<file path="src/rtl/mxs_pkg.sv">
package mxs_pkg;
    typedef enum logic [1:0] {
        OPC_ADD  = 2'b00,
        OPC_SUB  = 2'b01,
        OPC_XOR  = 2'b10,
        OPC_LONG = 2'b11
    } opc_e;

    typedef enum logic {
        ST_READY = 1'b0,
        ST_WAIT  = 1'b1
    } seq_state_e;
endpackage

</file>
<file path="src/rtl/mxs_fifo.sv">
module mxs_fifo #(
    parameter int WIDTH = 16,
    parameter int DEPTH = 2
) (
    input  logic             clk,
    input  logic             rst_n,
    input  logic             enq,
    input  logic [WIDTH-1:0] din,
    output logic             full,
    input  logic             deq,
    output logic [WIDTH-1:0] dout,
    output logic             empty
);
    localparam int PW = (DEPTH > 1) ? $clog2(DEPTH) : 1;
    localparam int CW = $clog2(DEPTH + 1);
    localparam logic [PW-1:0] LAST = PW'(DEPTH - 1);
    localparam logic [CW-1:0] CMAX = CW'(DEPTH);

    logic [WIDTH-1:0] mem [DEPTH];
    logic [PW-1:0]    wptr, rptr;
    logic [CW-1:0]    count;

    assign full  = (count == CMAX);
    assign empty = (count == '0);
    assign dout  = mem[rptr];

    always_ff @(posedge clk or negedge rst_n) begin
        if (!rst_n) begin
            wptr  <= '0;
            rptr  <= '0;
            count <= '0;
        end else begin
            if (enq) wptr <= (wptr == LAST) ? '0 : wptr + 1'b1;
            if (deq) rptr <= (rptr == LAST) ? '0 : rptr + 1'b1;
            unique case ({enq, deq})
                2'b10:   count <= count + 1'b1;
                2'b01:   count <= count - 1'b1;
                default: count <= count;
            endcase
        end
    end

    always_ff @(posedge clk) begin
        if (enq) mem[wptr] <= din;
    end

    assert_no_overflow_R4: assert property (@(posedge clk) disable iff (!rst_n)
        enq |-> !full);
    assert_no_underflow_R6: assert property (@(posedge clk) disable iff (!rst_n)
        deq |-> !empty);
endmodule

</file>
<file path="src/rtl/mxs_short_unit.sv">
module mxs_short_unit
    import mxs_pkg::*;
#(
    parameter int DATA_W = 16
) (
    input  opc_e              opc,
    input  logic [DATA_W-1:0] a,
    input  logic [DATA_W-1:0] b,
    output logic [DATA_W-1:0] y
);
    always_comb begin
        unique case (opc)
            OPC_ADD:  y = a + b;
            OPC_SUB:  y = a - b;
            OPC_XOR:  y = a ^ b;
            default:  y = '0;
        endcase
    end
endmodule

</file>
<file path="src/rtl/mxs_long_unit.sv">
module mxs_long_unit #(
    parameter int DATA_W = 16,
    parameter int BUF_DEPTH = 2
) (
    input  logic              clk,
    input  logic              rst_n,
    input  logic              req_valid,
    output logic              req_ready,
    input  logic [DATA_W-1:0] req_a,
    input  logic [DATA_W-1:0] req_b,
    output logic              rsp_valid,
    input  logic              rsp_take,
    output logic [DATA_W-1:0] rsp_data
);
    localparam int S1_W = 2 * DATA_W;
    localparam logic [DATA_W-1:0] ONE = DATA_W'(1);

    // first step: product, operand a carried alongside
    logic [DATA_W-1:0] prod;
    logic [S1_W-1:0]   s1_in, s1_out;
    logic              s1_full, s1_empty;
    // middle step: accumulate
    logic [DATA_W-1:0] s2_in, s2_out;
    logic              s2_full, s2_empty;
    logic              enq1, move;

    assign prod      = req_a * req_b;
    assign s1_in     = {req_a, prod};
    assign req_ready = !s1_full;
    assign enq1      = req_valid && req_ready;
    assign move      = !s1_empty && !s2_full;
    assign s2_in     = s1_out[DATA_W-1:0] + s1_out[S1_W-1:DATA_W];

    mxs_fifo #(.WIDTH(S1_W), .DEPTH(BUF_DEPTH)) u_buf1 (
        .clk(clk), .rst_n(rst_n),
        .enq(enq1), .din(s1_in), .full(s1_full),
        .deq(move), .dout(s1_out), .empty(s1_empty)
    );

    mxs_fifo #(.WIDTH(DATA_W), .DEPTH(BUF_DEPTH)) u_buf2 (
        .clk(clk), .rst_n(rst_n),
        .enq(move), .din(s2_in), .full(s2_full),
        .deq(rsp_take), .dout(s2_out), .empty(s2_empty)
    );

    // last step applied as the response is read
    assign rsp_valid = !s2_empty;
    assign rsp_data  = s2_out + ONE;
endmodule

</file>
<file path="src/rtl/mixed_exec_stage.sv">
module mixed_exec_stage
    import mxs_pkg::*;
#(
    parameter int DATA_W = 16,
    parameter int BUF_DEPTH = 2
) (
    input  logic              clk,
    input  logic              rst_n,
    input  logic              op_valid,
    output logic              op_ready,
    input  logic [1:0]        op_code,
    input  logic [DATA_W-1:0] op_a,
    input  logic [DATA_W-1:0] op_b,
    output logic              res_valid,
    input  logic              res_ready,
    output logic [DATA_W-1:0] res_data,
    output logic              busy
);
    seq_state_e        state, state_nx;
    opc_e              opc;
    logic              is_long;
    logic [DATA_W-1:0] short_y;
    logic              lu_req_valid, lu_req_ready;
    logic              lu_rsp_valid, lu_rsp_take;
    logic [DATA_W-1:0] lu_rsp_data;

    assign opc     = opc_e'(op_code);
    assign is_long = (opc == OPC_LONG);

    mxs_short_unit #(.DATA_W(DATA_W)) u_short (
        .opc(opc), .a(op_a), .b(op_b), .y(short_y)
    );

    mxs_long_unit #(.DATA_W(DATA_W), .BUF_DEPTH(BUF_DEPTH)) u_long (
        .clk(clk), .rst_n(rst_n),
        .req_valid(lu_req_valid), .req_ready(lu_req_ready),
        .req_a(op_a), .req_b(op_b),
        .rsp_valid(lu_rsp_valid), .rsp_take(lu_rsp_take),
        .rsp_data(lu_rsp_data)
    );

    always_ff @(posedge clk or negedge rst_n) begin
        if (!rst_n) state <= ST_READY;
        else        state <= state_nx;
    end

    always_comb begin
        state_nx     = state;
        op_ready     = 1'b0;
        res_valid    = 1'b0;
        res_data     = '0;
        lu_req_valid = 1'b0;
        lu_rsp_take  = 1'b0;
        unique case (state)
            ST_READY: begin
                if (is_long) begin
                    op_ready     = lu_req_ready;
                    lu_req_valid = op_valid;
                    if (op_valid && lu_req_ready) state_nx = ST_WAIT;   // ISSUE
                end else begin
                    op_ready  = res_ready;
                    res_valid = op_valid;
                    res_data  = short_y;
                end
            end
            ST_WAIT: begin
                res_valid   = lu_rsp_valid;
                res_data    = lu_rsp_data;
                lu_rsp_take = lu_rsp_valid && res_ready;
                if (lu_rsp_take) state_nx = ST_READY;                  // RETIRE
            end
            default: state_nx = ST_READY;
        endcase
    end

    assign busy = (state == ST_WAIT);

    assert_wait_blocks_R5: assert property (@(posedge clk) disable iff (!rst_n)
        busy |-> !op_ready);
    assert_issue_quiet_R4: assert property (@(posedge clk) disable iff (!rst_n)
        (!busy && op_valid && op_ready && is_long) |-> (!res_valid ##1 busy));
    assert_hold_stable_R7: assert property (@(posedge clk) disable iff (!rst_n)
        (busy && res_valid && !res_ready) |=> (busy && res_valid && $stable(res_data)));
    assert_release_R8: assert property (@(posedge clk) disable iff (!rst_n)
        (busy && res_valid && res_ready) |=> !busy);
    assert_short_pass_R3: assert property (@(posedge clk) disable iff (!rst_n)
        (!busy && !is_long) |-> (op_ready == res_ready));
endmodule

</file>
<file path="config.mk">
export PLATFORM = sky130hd
export DESIGN_NAME = mixed_exec_stage
export DESIGN_NICKNAME = d
export VERILOG_FILES = /design/src/rtl/mxs_pkg.sv /design/src/rtl/mxs_fifo.sv /design/src/rtl/mxs_short_unit.sv /design/src/rtl/mxs_long_unit.sv /design/src/rtl/mixed_exec_stage.sv
export SDC_FILE = /design/constraint.sdc
export NUM_CORES = 1
export LEC_CHECK = 0
export BUFFER_PORTS_ARGS = -buffer_cell sky130_fd_sc_hd__buf_2
export CORE_MARGIN = 5
export CORE_UTILIZATION = 40
export DETAILED_ROUTE_END_ITERATION = 16
export PLACE_DENSITY = 0.55
export REMOVE_ABC_BUFFERS = 1
export SETUP_SLACK_MARGIN = 0.5
export SYNTH_ARGS = -nofsm -noshare
export SYNTH_HDL_FRONTEND = slang
export SYNTH_SLANG_ARGS = --single-unit
</file>
<file path="constraint.sdc">
create_clock -name clk -period 4 [get_ports clk]
set_input_delay 0.6 -clock clk [delete_from_list [all_inputs] [get_ports clk]]
set_output_delay 0.6 -clock clk [all_outputs]
set_load 0.01 [all_outputs]
</file>
==> results of run 1 <==
[what timing repair did]
item	CTS	global route
pin swaps	88	66
resized for setup	203	78
buffers inserted	15	14
setup endpoints to repair	39	37
[cell families after synthesis]
group,count (synthesis),share of synthesized area (%)
muxes,43,4.573
and+or+nand+nor,281,13.64
DFF,105,30.29
xor gates and xnor gates,111,9.474
AOI/OAI and AO/OA,138,8.585
adders and majority gates,173,27.09
buffers and inverters,170,6.341
[stage by stage]
stage | hold WS, ns | setup WS [ns] | std cells
3_3_place_gp | 0.4669 | -1.422 | 1514
3_5_place_dp | 0.4682 | -1.454 | 1514
4_1_cts | 0.09262 | -0.8024 | 1545
6_report | 0.09613 | -0.8487 | 1559
5_1_grt | 0.1135 | -0.9918 | 1559
2_1_floorplan | 0.3044 | -1.053 | 985
[power groups by stage]
| stage | clock network (W) | registers [W] | logic (W) |
|---|---|---|---|
| 3_5_place_dp | 0 | 0.00224 | 0.00596 |
| 3_3_place_gp | 0 | 0.00224 | 0.00585 |
| 5_1_grt | 0.000970 | 0.00226 | 0.00839 |
| 6_report | 0.000914 | 0.00222 | 0.00768 |
| 4_1_cts | 0.000932 | 0.00222 | 0.00727 |
| 2_1_floorplan | 0 | 0.00224 | 0.00391 |
[per-layer routing]
metal | share of wire [%] | routed length (um) | GRT usage (%)
met5 | 0 | 0 | 0
met4 | 1.5 | 401 | 4.132
met3 | 3.3 | 915 | 1.835
met2 | 49 | 13580 | 32.91
met1 | 46 | 12600 | 26.24
[final cells by class]
type                       instances  area, um2  share of cell area [%]
multi-input combinational        746       7402                   54.26
inverter                         134      510.5                   3.742
timing repair buffer             228       1897                   13.90
clock buffer                      10      229.0                   1.678
clock inverter                     6      83.83                  0.6145
sequential                       105       3108                   22.78
tap                              330      412.9                   3.026
[registers in the layout, summed over array words and instances (netlist names)]
| name | flops |
|---|---|
| u_long.u_buf1.rptr | 1 |
| u_long.u_buf2.mem | 32 |
| u_long.u_buf2.wptr | 1 |
| u_long.u_buf1.count | 2 |
| u_long.u_buf2.rptr | 1 |
| u_long.u_buf1.wptr | 1 |
| busy | 1 |
| u_long.u_buf2.count | 2 |
| u_long.u_buf1.mem | 64 |
[final timing paths]
| check | to |
|---|---|
| hold / removal | u_long.u_buf2.count[0] |
| setup / recovery | u_long.u_buf1.mem[1][15] |
| min in group clk | u_long.u_buf2.wptr |
| max in group asynchronous | u_long.u_buf1.rptr |
| setup reg to reg | u_long.u_buf2.mem[0][15] |
| hold reg to reg | u_long.u_buf2.wptr |
[synth_stat cells, types with 13 or more instances]
cell type	n	area share [%]
fa_1	82	16
a21oi_1	58	2.8
xnor2_1	85	7.3
nor3_1	17	0.83
and2_1	53	3.2
clkbuf_1	26	0.95
mux2_1	28	3.1
edfxtp_1	96	28
nand2_1	102	3.7
nand3_1	16	0.78
inv_1	131	4.8
nor2b_1	13	0.79
ha_1	91	11
nor2_1	45	1.6
xor2_1	26	2.2
[worst max-delay path: cells and delay by family]
| kind | cells | cell delay, ns |
|---|---|---|
| adder cells (fa/ha/maj) | 7 | 2.99 |
| AO/OA/AOI/OAI | 2 | 0.41 |
| AND/OR/NAND/NOR | 3 | 0.40 |
| buffers and inverters | 6 | 0.39 |
| XOR/XNOR | 1 | 0.12 |
==> flow_metrics.py, run 1 <==
metrics = {
    "status": {
        "status": "finished, violations left",
        "violations": "negative setup slack",
    },
    "sta": {
        "timing.final.ws_setup_ns": -0.8487,
        "rsz0062_at_grt": "true",
        "slew_headroom_pct": 38.15,
        "period_share_pct": 121.2,
        "finalHoldViolCount": 0,
        "fin_worst_skew_ns": 0.01235,
        "slew_viol_final": 0,
        "tightest_slew_ns": 0.9277,
        "fmax_mhz": 206.2,
        "setup_viol": 29,
        "period_needed_ns": 4.849,
        "fin_tns_setup_ns": -11.15,
    },
    "flow_run": {
        "maxCapViolCount": 0,
    },
    "global_routing": {
        "grt_pass1_wl_mm": 43.17,
        "grt_pass1_vias": 8136,
        "grt_max_degree": 33,
        "track_usage_pct": 19.08,
        "gr-total-overflow": 0,
        "grt_antenna_before_repair": 0,
    },
    "clocking": {
        "htree_levels": 3,
        "path_clk_slew_ns": 0.08,
        "clock_latency_ns": 0.35,
        "cts_tree": "yes",
        "cts_buffers": 9,
        "cts.path.max_buffers": 2,
        "cts_hold_buf": 0,
        "cts_num_sinks": 105,
        "cts_root_buffer": "clkbuf_16",
    },
    "pwr": {
        "vdd_drop_max_mv": 0.5965,
        "total_power_w": 0.01081,
        "p_sw_w": 0.004517,
        "combinationalPowerShare_pct": 71.0,
        "p_clk_share_pct": 8.5,
        "switching_share_pct": 41.77,
        "p_leak_nw": 5.791,
        "power.internal_w": 0.006295,
        "pwr-share-seq_pct": 20.6,
        "p_per_area_nw_per_um2": 792.5,
    },
    "worst_setup_path": {
        "rrSetupSlack_ns": 0.73,
        "startpoint": "op_b[6]",
        "slowest_stage": "fa_1",
        "r2r_cells": 11,
        "crit_chain": "buf_8 > buf_6 > and2_4 > fa_1 > inv_2 > fa_1 > inv_1 > ha_2 > fa_1 > fa_1 > inv_1 > fa_1 > inv_2 > ha_4 > nand2_2 > o21ai_2 > nand4_1 > a31oi_4 > xnor2_1",
        "cp_slowest_stage_delay_ns": 0.55,
        "required_ns": 4.09,
        "cp-start-kind": "input pin",
        "crit_path_max_fanout": 5,
        "cp_data_arrival_time_ns": 4.94,
        "path_common_cell": "fa_1",
        "r2r-start": "u_long.u_buf1.rptr",
        "critPathKind": "in -> reg",
        "cp-end-kind": "register",
    },
    "final_layout": {
        "synthToLayoutAreaGrowth_pct": 32.96,
        "drive_gt1_share_pct": 33.85,
        "final_cell_mix": "buf_4 (136), inv_1 (113), edfxtp_1 (96)",
        "final_area_um2": 13640,
        "nNetsFinal": 1435,
        "final_common_cell": "buf_4",
        "n_fill_cell": 2241,
        "utilization_pct": 54.02,
        "antenna_cells": 0,
    },
    "floorplan": {
        "die_height_um": 170.2,
        "io-pin-count": 57,
        "fp.dieArea_um2": 28960,
        "core_area_um2": 25250,
        "fp.dieW_um": 170.2,
        "rows": 58,
        "initial_utilization_pct": 40.63,
    },
    "placement": {
        "port_buffers": 56,
        "placedInstanceArea_um2": 11900,
        "gp_congestion": 0.8444,
        "hpwl_mm": 21.87,
    },
    "synthesis": {
        "ys_types": 57,
        "ys_seq_area_share_pct": 30.29,
        "ys_warn_count": 0,
        "synth_edf_count": 96,
        "synth.avg_cell_area_um2": 10.05,
        "ys_ff_latch": 105,
        "syn_area_um2": 10260,
        "postSynth.topFlopCell": "edfxtp_1",
        "synth_cells": 1021,
        "synthArstFlopShare_pct": 8.571,
    },
    "drt": {
        "drc": 0,
        "drtPass1Iterations": 4,
        "ant_nets": 0,
        "post_drt_wl_per_cell_um": 17.63,
        "drt_iter0_drc": 420,
        "vias_per_cell": 5.029,
        "vias": 7840,
        "wl_mm": 27.49,
    },
    "hold_path": {
        "hp-class": "in -> async",
    },
}
(Power assumes the default switching activity.)
==> inputs of run 2 (changes only) <==
--- a/config.mk
+++ b/config.mk
@@ -8,6 +8,7 @@
 export BUFFER_PORTS_ARGS = -buffer_cell sky130_fd_sc_hd__buf_2
 export CORE_MARGIN = 5
 export CORE_UTILIZATION = 40
+export CTS_BUF_LIST = sky130_fd_sc_hd__clkbuf_2
 export DETAILED_ROUTE_END_ITERATION = 16
 export PLACE_DENSITY = 0.55
 export REMOVE_ABC_BUFFERS = 1
==> run 2 against run 1 <==
  * The run still ends with negative setup slack left
  * Die area stayed put
  * Highest routed layer is now met5
  * Setup slack gained 0.32 ns
  * Routed wire length rose by 0.22%
  * Maximum frequency is 7.1% higher
  * Sequential share of layout area up 0.36 points
  * Critical path depth shrank 2
  * Largest cell class unchanged
  * Critical path type unchanged
  * Via count is 0.60% lower
  * Worst hold slack gained 0.16 ns
  * Design area is 1.5% lower
==> flow_metrics.py, run 2 (same netlist as run 1, synthesis figures left out) <==
metrics = {
    "status": {
        "status": "finished, violations left",
        "violations": "negative setup slack",
    },
    "floorplan": {
        "die_height_um": 170.2,
        "rows": 58,
        "io-pin-count": 57,
        "fp.dieW_um": 170.2,
        "initial_utilization_pct": 40.63,
        "core_area_um2": 25250,
        "fp.dieArea_um2": 28960,
    },
    "worst_setup_path": {
        "crit_chain": "buf_8 > and2_4 > fa_1 > inv_1 > fa_1 > inv_1 > fa_1 > fa_1 > fa_1 > inv_2 > fa_1 > inv_2 > ha_4 > and3_1 > a21oi_2 > nand3b_1 > xor2_1",
        "r2r_cells": 11,
        "crit_buf_inv": 5,
        "path_depth": 17,
        "crit_path_max_fanout": 6,
        "slowest_stage": "fa_1",
        "path_common_cell": "fa_1",
        "critPathKind": "in -> reg",
        "path_delay_family": "adder cells",
        "cp_slowest_stage_delay_ns": 0.53,
        "cp_data_arrival_time_ns": 4.87,
        "cp-end-kind": "register",
        "cp-start-kind": "input pin",
        "required_ns": 4.35,
    },
    "pwr": {
        "vdd_drop_max_mv": 0.6879,
        "p_per_area_nw_per_um2": 784.2,
        "p_leak_nw": 5.725,
        "total_power_w": 0.01054,
    },
    "sta": {
        "period_needed_ns": 4.526,
        "timing.final.ws_setup_ns": -0.5259,
        "slew_headroom_pct": 35.31,
        "fin_tns_setup_ns": -5.782,
        "period_share_pct": 113.1,
        "fmax_mhz": 220.9,
        "slew_viol_final": 0,
        "setup_viol": 23,
        "finalHoldViolCount": 0,
        "tightest_slew_ns": 0.9703,
        "fin_worst_skew_ns": 0.04763,
        "rsz0062_at_grt": "true",
    },
    "clocking": {
        "path_clk_slew_ns": 0.30,
        "cts_root_buffer": "clkbuf_2",
        "clock_latency_ns": 0.60,
        "cts_buffers": 9,
        "htree_levels": 3,
        "cts_tree": "yes",
        "cts_num_sinks": 105,
        "cts.path.max_buffers": 2,
    },
    "drt": {
        "drc": 0,
        "vias_per_cell": 4.999,
        "drt_iter0_drc": 380,
        "drtPass1Iterations": 4,
        "post_drt_wl_per_cell_um": 17.67,
        "ant_nets": 0,
        "wl_mm": 27.55,
        "vias": 7793,
    },
    "final_layout": {
        "multi_input_area_um2": 7405,
        "fin_cells": 1559,
        "nNetsFinal": 1434,
        "n_fill_cell": 2271,
        "largest-register": "u_long.u_buf1.mem",
        "final_common_cell": "buf_4",
        "seq_area_um2": 3109,
        "synthToLayoutAreaGrowth_pct": 30.95,
        "final_area_um2": 13440,
        "drive_gt1_share_pct": 33.55,
        "largest_reg_flops": 64,
        "top_regs": "u_long.u_buf1.mem (64), u_long.u_buf2.mem (32)",
        "final_cell_mix": "buf_4 (136), inv_1 (115), edfxtp_1 (96)",
    },
    "placement": {
        "gp_congestion": 0.8444,
        "dp_cells": 1514,
        "port_buffers": 56,
        "hpwl_mm": 21.87,
        "placedInstanceArea_um2": 11900,
    },
    "global_routing": {
        "track_usage_pct": 19.03,
        "grt_max_degree": 33,
        "grt_pass1_vias": 8076,
        "grt_pass1_wl_mm": 42.93,
        "gr-total-overflow": 0,
        "grt_antenna_before_repair": 2,
    },
    "hold_path": {
        "whs_path_depth": 1,
        "hp-class": "in -> reg",
    },
    "flow_run": {
        "maxCapViolCount": 0,
    },
}
[run 2: metrics by stage]
step	hold slack, ns	setup slack, ns	util (%)
4_1_cts	0.2149	-0.4831	50.97
5_1_grt	0.1969	-0.6421	53.21
3_5_place_dp	0.4682	-1.454	47.11
2_1_floorplan	0.3044	-1.053	-
3_3_place_gp	0.4669	-1.422	47.11
6_report	0.2533	-0.5259	53.21
[run 2: area by class of cell]
class                           count  share of cell area (%)
Timing Repair Buffer              227                   13.88
Antenna cell                        1                 0.01862
Clock buffer                       10                  0.3725
Clock inverter                      6                  0.6239
Tap cell                          330                   3.073
Inverter                          134                   3.781
Sequential cell                   105                   23.14
Multi-Input combinational cell    746                   55.11
[run 2: power by group]
part / switching (W) / internal, W / total, W
clock: 0.000380 / 0.000164 / 0.000544
combinational: 0.00395 / 0.00382 / 0.00777
sequential: 0.000216 / 0.00200 / 0.00222
[run 2: repair_timing]
| item | CTS | global route |
|---|---|---|
| endpoints found under the setup margin | 35 | 36 |
| gates cloned | 0 | 0 |
| setup buffers | 12 | 15 |
| resized for setup | 180 | 94 |
| pin swaps | 92 | 75 |
| hold endpoints to repair | 9 | 0 |
| hold buffers | 1 | 0 |
[run 2: path summary, 6_finish.rpt]
kind	startpoint	to	slack, ns
setup / recovery	op_b[5]	u_long.u_buf1.mem[0][13]	-0.53
hold / removal	op_a[15]	u_long.u_buf1.mem[0][31]	0.25
setup reg to reg	u_long.u_buf1.rptr	u_long.u_buf2.mem[0][15]	0.81
hold reg to reg	u_long.u_buf1.count[1]	u_long.u_buf1.count[1]	0.52
max in group asynchronous	rst_n	u_long.u_buf1.rptr	3.49
min in group asynchronous	rst_n	u_long.u_buf2.count[0]	0.32
[run 2: per-layer routing]
| metal | global-route usage [%] | vias to the layer above | part of all wire (%) |
|---|---|---|---|
| met4 | 4.132 | 2 | 1.4 |
| li1 | - | 3822 | - |
| met5 | 0 | - | 0.073 |
| met1 | 25.94 | 3824 | 46 |
| met2 | 32.89 | 122 | 50 |
| met3 | 2.091 | 23 | 2.8 |
[run 2: worst reg2reg max path, delay by kind of cell, from the launching register on]
family,cells,cell delay [ns]
mux,1,0.31
buf+inv,2,0.29
flops,1,0.51
fa+ha+maj,1,0.29
xor+xnor,1,0.17
compound gates,6,1.48
